--- config.mk ---
export PLATFORM = sky130hd
export DESIGN_NAME = clk_stretch_gen
export DESIGN_NICKNAME = d
export VERILOG_FILES = /design/src/rtl/clk_stretch_gen.sv
export SDC_FILE = /design/constraint.sdc
export NUM_CORES = 1
export LEC_CHECK = 0
export BUFFER_PORTS_ARGS = -buffer_cell sky130_fd_sc_hd__buf_2
export CAP_MARGIN = 20
export CORE_AREA = 2 2 39 41
export DETAILED_ROUTE_END_ITERATION = 7
export DIE_AREA = 0 0 41 43
export PLACE_DENSITY_LB_ADDON = 0.12
export SLEW_MARGIN = 20
export SYNTH_ARGS = -nofsm -noshare
export SYNTH_HDL_FRONTEND = slang
export SYNTH_SLANG_ARGS = --single-unit
--- constraint.sdc ---
create_clock -name clk -period 3.6 [get_ports clk]
set_input_delay 0.18 -clock clk [delete_from_list [all_inputs] [get_ports clk]]
set_output_delay 0.18 -clock clk [all_outputs]
set_load 0.05 [all_outputs]
--- src/rtl/clk_stretch_gen.sv ---
module clk_stretch_gen #(
  parameter int BANK_W = 8,
  parameter int OFFS_W = 16,
  parameter logic [BANK_W-1:0] SLOW_BANK = '0,
  parameter logic [OFFS_W-1:0] SLOW_BASE = 16'hC000
) (
  input  logic                     clk,
  input  logic                     rst,
  input  logic [BANK_W+OFFS_W-1:0] addr,
  input  logic                     exempt,
  input  logic                     two_ws,
  output logic                     phi2,
  output logic                     gclk,
  output logic                     wse_n,
  output logic                     rdy,
  output logic                     cyc_done
);
  localparam int WS_TICKS = 2;
  localparam int HOLD_W = $clog2(2 * WS_TICKS + 1);

  logic [HOLD_W-1:0] hold, hold_nxt;
  logic              phi2_nxt;
  logic              req;

  assign wse_n = !((addr[BANK_W+OFFS_W-1:OFFS_W] == SLOW_BANK) &&
                   (addr[OFFS_W-1:0] >= SLOW_BASE));
  assign req   = !wse_n && !exempt;
  assign rdy   = 1'b1;

  always_comb begin
    phi2_nxt = 1'b0;
    hold_nxt = '0;
    if (!phi2) begin
      phi2_nxt = 1'b1;
    end else if (hold == '0) begin
      if (req) begin
        phi2_nxt = 1'b1;
        hold_nxt = two_ws ? HOLD_W'(2 * WS_TICKS) : HOLD_W'(WS_TICKS);
      end
    end else begin
      hold_nxt = hold - 1'b1;
      phi2_nxt = (hold != HOLD_W'(1));
    end
  end

  always_ff @(posedge clk) begin
    if (rst) begin
      phi2     <= 1'b0;
      gclk     <= 1'b0;
      hold     <= '0;
      cyc_done <= 1'b0;
    end else begin
      phi2     <= phi2_nxt;
      gclk     <= !gclk;
      hold     <= hold_nxt;
      cyc_done <= phi2 && !phi2_nxt;
    end
  end

  AST_LOW_ONE_CYCLE: assert property (@(posedge clk) disable iff (rst)
    !$past(rst) && $fell(phi2) |=> phi2);

  AST_GCLK_TOGGLES: assert property (@(posedge clk) disable iff (rst)
    !$past(rst) |-> gclk != $past(gclk));

  AST_DONE_ON_FALL: assert property (@(posedge clk) disable iff (rst)
    !$past(rst) |-> cyc_done == $fell(phi2));

  AST_NO_STRETCH_WITHOUT_REQ: assert property (@(posedge clk) disable iff (rst)
    phi2 && hold == '0 && !req |=> !phi2);

  AST_STRETCH_ON_REQ: assert property (@(posedge clk) disable iff (rst)
    phi2 && hold == '0 && req |=> phi2);

  AST_HOLD_ONLY_HIGH: assert property (@(posedge clk) disable iff (rst)
    !phi2 |-> hold == '0);

endmodule

# == Yosys cells after proc, flatten, opt, wreduce, memory -nomap -nowiden ==
# Cells that the tools add are included.
# W data, S select, Z words.
# totals
reg_bits,6
inputBits,28
# op_classes
n_addsub,1
n_lt_le_gt_ge,1
eq_ne,1
mux,6
n_bitwise,1
n_reduce_logical,10
# ops
operator,count
$ge A16 B16 Y1 const B,1
$mux W3,3
$logic_not A8 Y1,1
$logic_not A1 Y1,4
$logic_and A1 B1 Y1,3
$logic_not A3 Y1,1
$mux W1,3
$ne A3 B1 Y1 const B,1
$sub A3 B1 Y3 const B,1
$reduce_or A2 Y1,1
$not A1 Y1,1

# == Longest topological paths before layout ==
# Gate-level depths: netlist (run 1).
# logic_depth
ltp_word,8
mapped_depth,6
depth_no_buf,6

# == Worst setup path after synthesis (run 1) ==
# Ideal clock, no wire load.
# synth_path
path_kind,register to register
from,register phi2
to,register hold[1]
setup_ps,92
arrival_ps,1368
t_required_ps,3508
slack_ps,2140
stages_incl_launch_ff,4
n_path_buf,0
path_cell_list,dfxtp_1 > or2b_1 > or3b_1 > o32ai_1
# synth_between
elab_chain_len,2
# synth_rtl
item,line_no,source
from (decl),12,"output logic phi2,"
from (signal assigned),53,phi2 <= phi2_nxt;
$not A1 Y1 (no line),n/a,
$reduce_or A2 Y1 (no line),n/a,
to (signal assigned),55,hold <= hold_nxt;
to (decl),21,"logic [HOLD_W-1:0] hold, hold_nxt;"
# No other way between the ends.
# A chain may end at the register's enable or synchronous reset.

# == Worst setup path in the final report (run 1) ==
# layout_path
from,register hold[0]
to,register hold[1]
# layout_between
elab_chain_len,2
elab_cells_between_ends,3
# layout_rtl
item,line_no,source
$sub A3 B1 Y3 or $logic_not A3 Y1 (tied branches),"41, 35",
$mux W3 (*),35,end else if (hold == '0) begin
# Mark *: on every way between the ends. The rest lies on a longest branch, timed or not.

==> results of run 1 <==
==> metrics by stage <==
step,setup slack (ps),hold slack [ps]
floorplan,2140,247
global placement,2020,397
detailed placement,2050,402
CTS,2030,146
global route,1880,147
finish,2070,149
==> state kept, by name, indices dropped and copies added (netlist names) <==
register / flops
cyc_done: 1
gclk: 1
hold: 3
phi2: 1
==> worst max-delay path: cells and delay by family (launching register included) <==
kind                     cells  cell delay (ps)
flip-flops                   1              320
AND/OR/NAND/NOR              2              580
buffers and inverters        1               60
AO/OA/AOI/OAI                1              100
adder cells (fa/ha/maj)      2              380
==> cells by family (layout without fill, tap and decap cells) <==
family | count (synthesis) | after routing
other | 1 | 1
AOI/OAI and AO/OA | 4 | 4
buffers and inverters | 4 | 23
DFF | 6 | 6
and+or+nand+nor | 15 | 15
adders and majority gates | 3 | 3
==> final cells by class <==
class,count,area [sq um]
fillers,150,953
multi-input cells,23,171
flip-flops and latches,6,120
repair buffers,17,85.1
clock buffers,3,22.5
well taps,16,20.0
inverters,3,11.3
==> synthesized netlist by cell type, drive strengths merged <==
master and instances:
dfxtp 6, ha 3, inv 3, nand2 2, nand4b 2, nor2b 2
nor4 2, o32ai 2, a21oi 1, and3b 1, and4b 1, buf 1
conb 1, nand4 1, nor2 1, nor3 1, o21a 1, or2b 1
or3b 1
==> per-layer routing <==
metal / vias up / share of wire / GRT usage
li1: 156 / - / -
met1: 129 / 0.38 / 0.106
met2: 19 / 0.52 / 0.119
met3: 0 / 0.10 / 0.0314
met4: 0 / 0 / 0.0600
met5: - / 0 / 0
==> power groups by stage <==
| stage | clock [W] | combinational, W | sequential (W) |
|---|---|---|---|
| floorplan | 0 | 0.00000794 | 0.0000789 |
| global placement | 0 | 0.0000257 | 0.0000712 |
| detailed placement | 0 | 0.0000255 | 0.0000712 |
| CTS | 0.0000627 | 0.0000256 | 0.0000700 |
| global route | 0.0000663 | 0.0000274 | 0.0000702 |
| finish | 0.0000598 | 0.0000253 | 0.0000700 |
==> path summary, 6_finish.rpt <==
check	endpoint	slack, ps	cells after the start
max	hold[1]	2070	6
min	gclk	150	2
max reg2reg	hold[1]	2070	6
min reg2reg	gclk	400	1
==> flow_metrics.tcl, run 1 <==
set metrics [dict create \
    fp.dieH_um 43 \
    antenna_left 0 \
    seq_area_frac_synth 0.387 \
    clock-sinks 6 \
    r2r_start "hold[0]" \
    cts_htree_levels 1 \
    required_ps 3740 \
    num_vias 304 \
    wire_per_inst_um 8.57 \
    wl_um 583 \
    max_freq_mhz 652 \
    clk-insertion-delay-late_ps 240 \
    layout.cells.non_filler 68 \
    synth_compound_area_frac 0.0968 \
    yosys.area.top_type_share 0.387 \
    p_clk_frac 0.385 \
    vdd_ir_drop_max_mv 0.121 \
    syn_avg_cell_area_sq_um 9.40 \
    avgViaCountPerCell 4.47 \
    cts_tree "done" \
    finalSetupTns_ps 0 \
    fin_crit_ps 1530 \
    core_area_sq_um 1380 \
    max_cap_viol_count 0 \
    post_cts_resized 0 \
    crit_fanout 6 \
    startpoint "hold[0]" \
    cellPowerDensity_nw_per_um2 360 \
    p_leak_nw 0.188 \
    comb_power_share 0.163 \
    grt.total_usage 0.0864 \
    first_global_vias 272 \
    power_w 0.000155 \
    cts-hold-fix-buffers 0 \
    gp_congestion 0.638 \
    finalHoldViolCount 0 \
    drc 0 \
    place_area_sq_um 408 \
    synth_top_area_cell "dfxtp_1" \
    yosys_warnings 0 \
    die_area_sq_um 1760 \
    final_common_cell "buf_2" \
    grt_pass1_wl_um 1010 \
    timing.final.crit_share 0.426 \
    postCtsSetupBuffers 0 \
    critical_path_class "reg -> reg" \
    synthTopCellsByArea "dfxtp_1, ha_1, nand4b_1, o32ai_1, nor2b_1" \
    slew_headroom 0.658 \
    synth_nets 64 \
    synthXorXnorAreaFrac 0 \
    synth_cell_type_count 19 \
    muxShareOfSynthArea 0 \
    grt_max_degree 7 \
    drv_slew 0 \
    n_antenna_cell 0 \
    die_w_um 41 \
    final_cell_mix "buf_2, dfxtp_1, inv_1, ha_1, clkbuf_4" \
    antenna_found_initial 0 \
    cpMostUsedCell "ha_1" \
    fin_nets 85 \
    hp-start "rst" \
    slowest_stage "or3b_1" \
    fin_util 0.311 \
    ios 33 \
    start_util 0.224 \
    design_area_sq_um 430 \
    clock_path_buffers 2 \
    min_path_type "in -> reg" \
    drtIter0Drc 5 \
    seqPwrFrac 0.451 \
    max_stage_delay_ps 340 \
    place_hpwl_um 518 \
    grt.overflow.total 0 \
    path_cells "inv_1 -> ha_1 -> ha_1 -> and4b_1 -> or3b_1 -> o32ai_1" \
    cp.arrival_ps 1680 \
    synth_top_family_by_area "simple AND/OR/NAND/NOR gates" \
    cts_root_buf "clkbuf_4" \
    swShare 0.253 \
    area_growth_pct 38.7 \
    rsz0062_at_grt "false" \
    drive_above_1_share 0.385 \
    crit_path_end_kind "flop" \
    cts.clk_slew.worst_paths_ps 40 \
    port_buffers 17 \
    worst_clock_skew_ps 1.72 \
    p_int_w 0.000116 \
    rows 14 \
    synthCells 33 \
    setup_violations 0 \
    yosys.area_share.simple 0.323 \
    tightest_slew_ps 509 \
    synthAdderAreaFrac 0.121 \
    switchingPower_w 0.0000392 \
    synth-seq-cells 6 \
    placed_cells 65 \
    status "finished, final reports clean" \
    syn_area_sq_um 310 \
    start_kind "flop" \
    cts-buffers-inserted 3 \
    drt_pre_antenna_iters 4 \
]
(Power assumes the default switching activity.)
==> run 2, diff against run 1 <==
==> constraint.sdc (replaced) <==
create_clock -name clk -period 1.45 [get_ports clk]
set_input_delay 0.0725 -clock clk [delete_from_list [all_inputs] [get_ports clk]]
set_output_delay 0.0725 -clock clk [all_outputs]
set_load 0.05 [all_outputs]
==> run 2 against run 1 <==
  * Global-route usage unchanged
  * Register-to-register slack worse by 2000 ps
  * Die area unchanged
  * Via count up 2.0%
  * First-iteration DRC count down 60%
  * Final cell count up 2.9%
  * Clock-buffer cell count unchanged
  * Total power up 150%
  * Largest cell class unchanged
==> flow_metrics.tcl, run 2 (same netlist as run 1, synthesis figures left out) <==
set metrics [dict create \
    grt.total_usage 0.0864 \
    final_cell_mix "buf_2, dfxtp_1, clkbuf_4" \
    regMostFlops "hold" \
    required_ps 1600 \
    grt_pass1_wl_um 986 \
    die_w_um 41 \
    gp_congestion 0.706 \
    timing.final.crit_share 0.967 \
    p_clk_frac 0.385 \
    p_int_w 0.000288 \
    core_area_sq_um 1380 \
    cp.arrival_ps 1560 \
    clock-sinks 6 \
    cts.clk_slew.worst_paths_ps 40 \
    place_area_sq_um 424 \
    r2r_cells 6 \
    switchingPower_w 0.0000984 \
    seqPwrFrac 0.451 \
    path_cells "inv_2 -> ha_4 -> ha_4 -> and4b_1 -> or3b_1 -> o32ai_2" \
    setup_violations 0 \
    max_freq_mhz 713 \
    die_area_sq_um 1760 \
    antenna_left 0 \
    drc 0 \
    wire_per_inst_um 9.89 \
    cts_root_buf "clkbuf_4" \
    cellPowerDensity_nw_per_um2 805 \
    status "finished, final reports clean" \
    largest_reg_flops 3 \
    timing.rr.end "hold[1]" \
    grt.overflow.total 0 \
    slowest_stage "or3b_1" \
    swShare 0.254 \
    min_path_type "in -> reg" \
    cts_tree "done" \
    fp.dieH_um 43 \
    n_antenna_cell 0 \
    clk-insertion-delay-late_ps 240 \
    fin_nets 87 \
    vdd_ir_drop_max_mv 0.231 \
    seq_area_sq_um 123 \
    pre_cts_slack_ps 37.9 \
    comb_power_share 0.164 \
    final_common_cell "buf_2" \
    num_vias 310 \
    antenna_found_initial 0 \
    clock_path_buffers 2 \
    fin_crit_ps 1400 \
    grt_max_degree 6 \
    start_kind "flop" \
    avgViaCountPerCell 4.43 \
    hold_end "phi2" \
    cts_htree_levels 1 \
    cts-buffers-inserted 3 \
    max_stage_delay_ps 360 \
    drtIter0Drc 2 \
    wl_um 692 \
    whs_ps 41.2 \
    crit_fanout 2 \
    final.fill_count 143 \
    p_leak_nw 0.203 \
    area_growth_pct 54.8 \
    drt_pre_antenna_iters 2 \
    cpMostUsedCell "ha_4" \
    postLayoutSetupSlackWorst_ps 47.7 \
    ios 33 \
    start_util 0.224 \
    worst_clock_skew_ps 1.07 \
    critical_path_class "reg -> reg" \
    cts-hold-fix-buffers 0 \
    max_cap_viol_count 0 \
    hp-start "rst" \
    multi_input_area_sq_um 204 \
    rows 14 \
    crit_path_end_kind "flop" \
    finalHoldViolCount 0 \
    hold_depth 2 \
    drv_slew 0 \
    port_buffers 17 \
    first_global_vias 279 \
    finalSetupTns_ps 0 \
    drive_above_1_share 0.537 \
    r2r_start "hold[1]" \
    place_hpwl_um 559 \
    r2r_setup_slack_ps 50 \
    design_area_sq_um 480 \
]
## run 2: routing by layer
metal  track usage  part of all wire  vias to the layer above
li1              -                 -                      163
met1         0.110              0.38                      132
met2         0.116              0.54                       15
met3        0.0157             0.075                        0
met4        0.0800                 0                        0
met5             0                 0                        -
## run 2: final cells by class
class,count,share of cell area
multi-input cells,23,0.424
flip-flops and latches,6,0.255
repair buffers,19,0.208
clock buffers,3,0.0469
well taps,16,0.0417
inverters,3,0.0234
## run 2: metrics by stage
stage,total power (W),std cells,utilization
global route,0.000414,70,0.347
finish,0.000387,70,0.347
detailed placement,0.000241,67,0.307
floorplan,0.000216,33,-
CTS,0.000396,70,0.323
global placement,0.000241,67,0.307
## run 2: critical path: cells and delay by family (launching register included)
kind | cells | cell delay [ps]
adders and majority gates | 2 | 280
and+or+nand+nor | 2 | 550
AOI/OAI and AO/OA | 1 | 110
buffers and inverters | 1 | 80
DFF | 1 | 300
## run 2: power groups by stage
| stage | clock, W | sequential [W] | combinational [W] |
|---|---|---|---|
| floorplan | 0 | 0.000196 | 0.0000197 |
| global placement | 0 | 0.000177 | 0.0000635 |
| detailed placement | 0 | 0.000177 | 0.0000637 |
| CTS | 0.000158 | 0.000174 | 0.0000638 |
| global route | 0.000172 | 0.000175 | 0.0000679 |
| finish | 0.000149 | 0.000174 | 0.0000635 |
## run 2: timing repair
action	in CTS	in global routing
resized for setup	0	8
setup endpoints to repair	0	2
setup buffers	0	0
## run 2: worst max path at each step
stage | startpoint | cells after the start | endpoint
2_1_floorplan | hold[0] | 6 | hold[1]
3_3_place_gp | hold[1] | 6 | hold[1]
3_5_place_dp | hold[1] | 6 | hold[1]
4_1_cts | hold[1] | 6 | hold[1]
5_1_grt | hold[1] | 6 | hold[1]
6_report | hold[1] | 6 | hold[1]
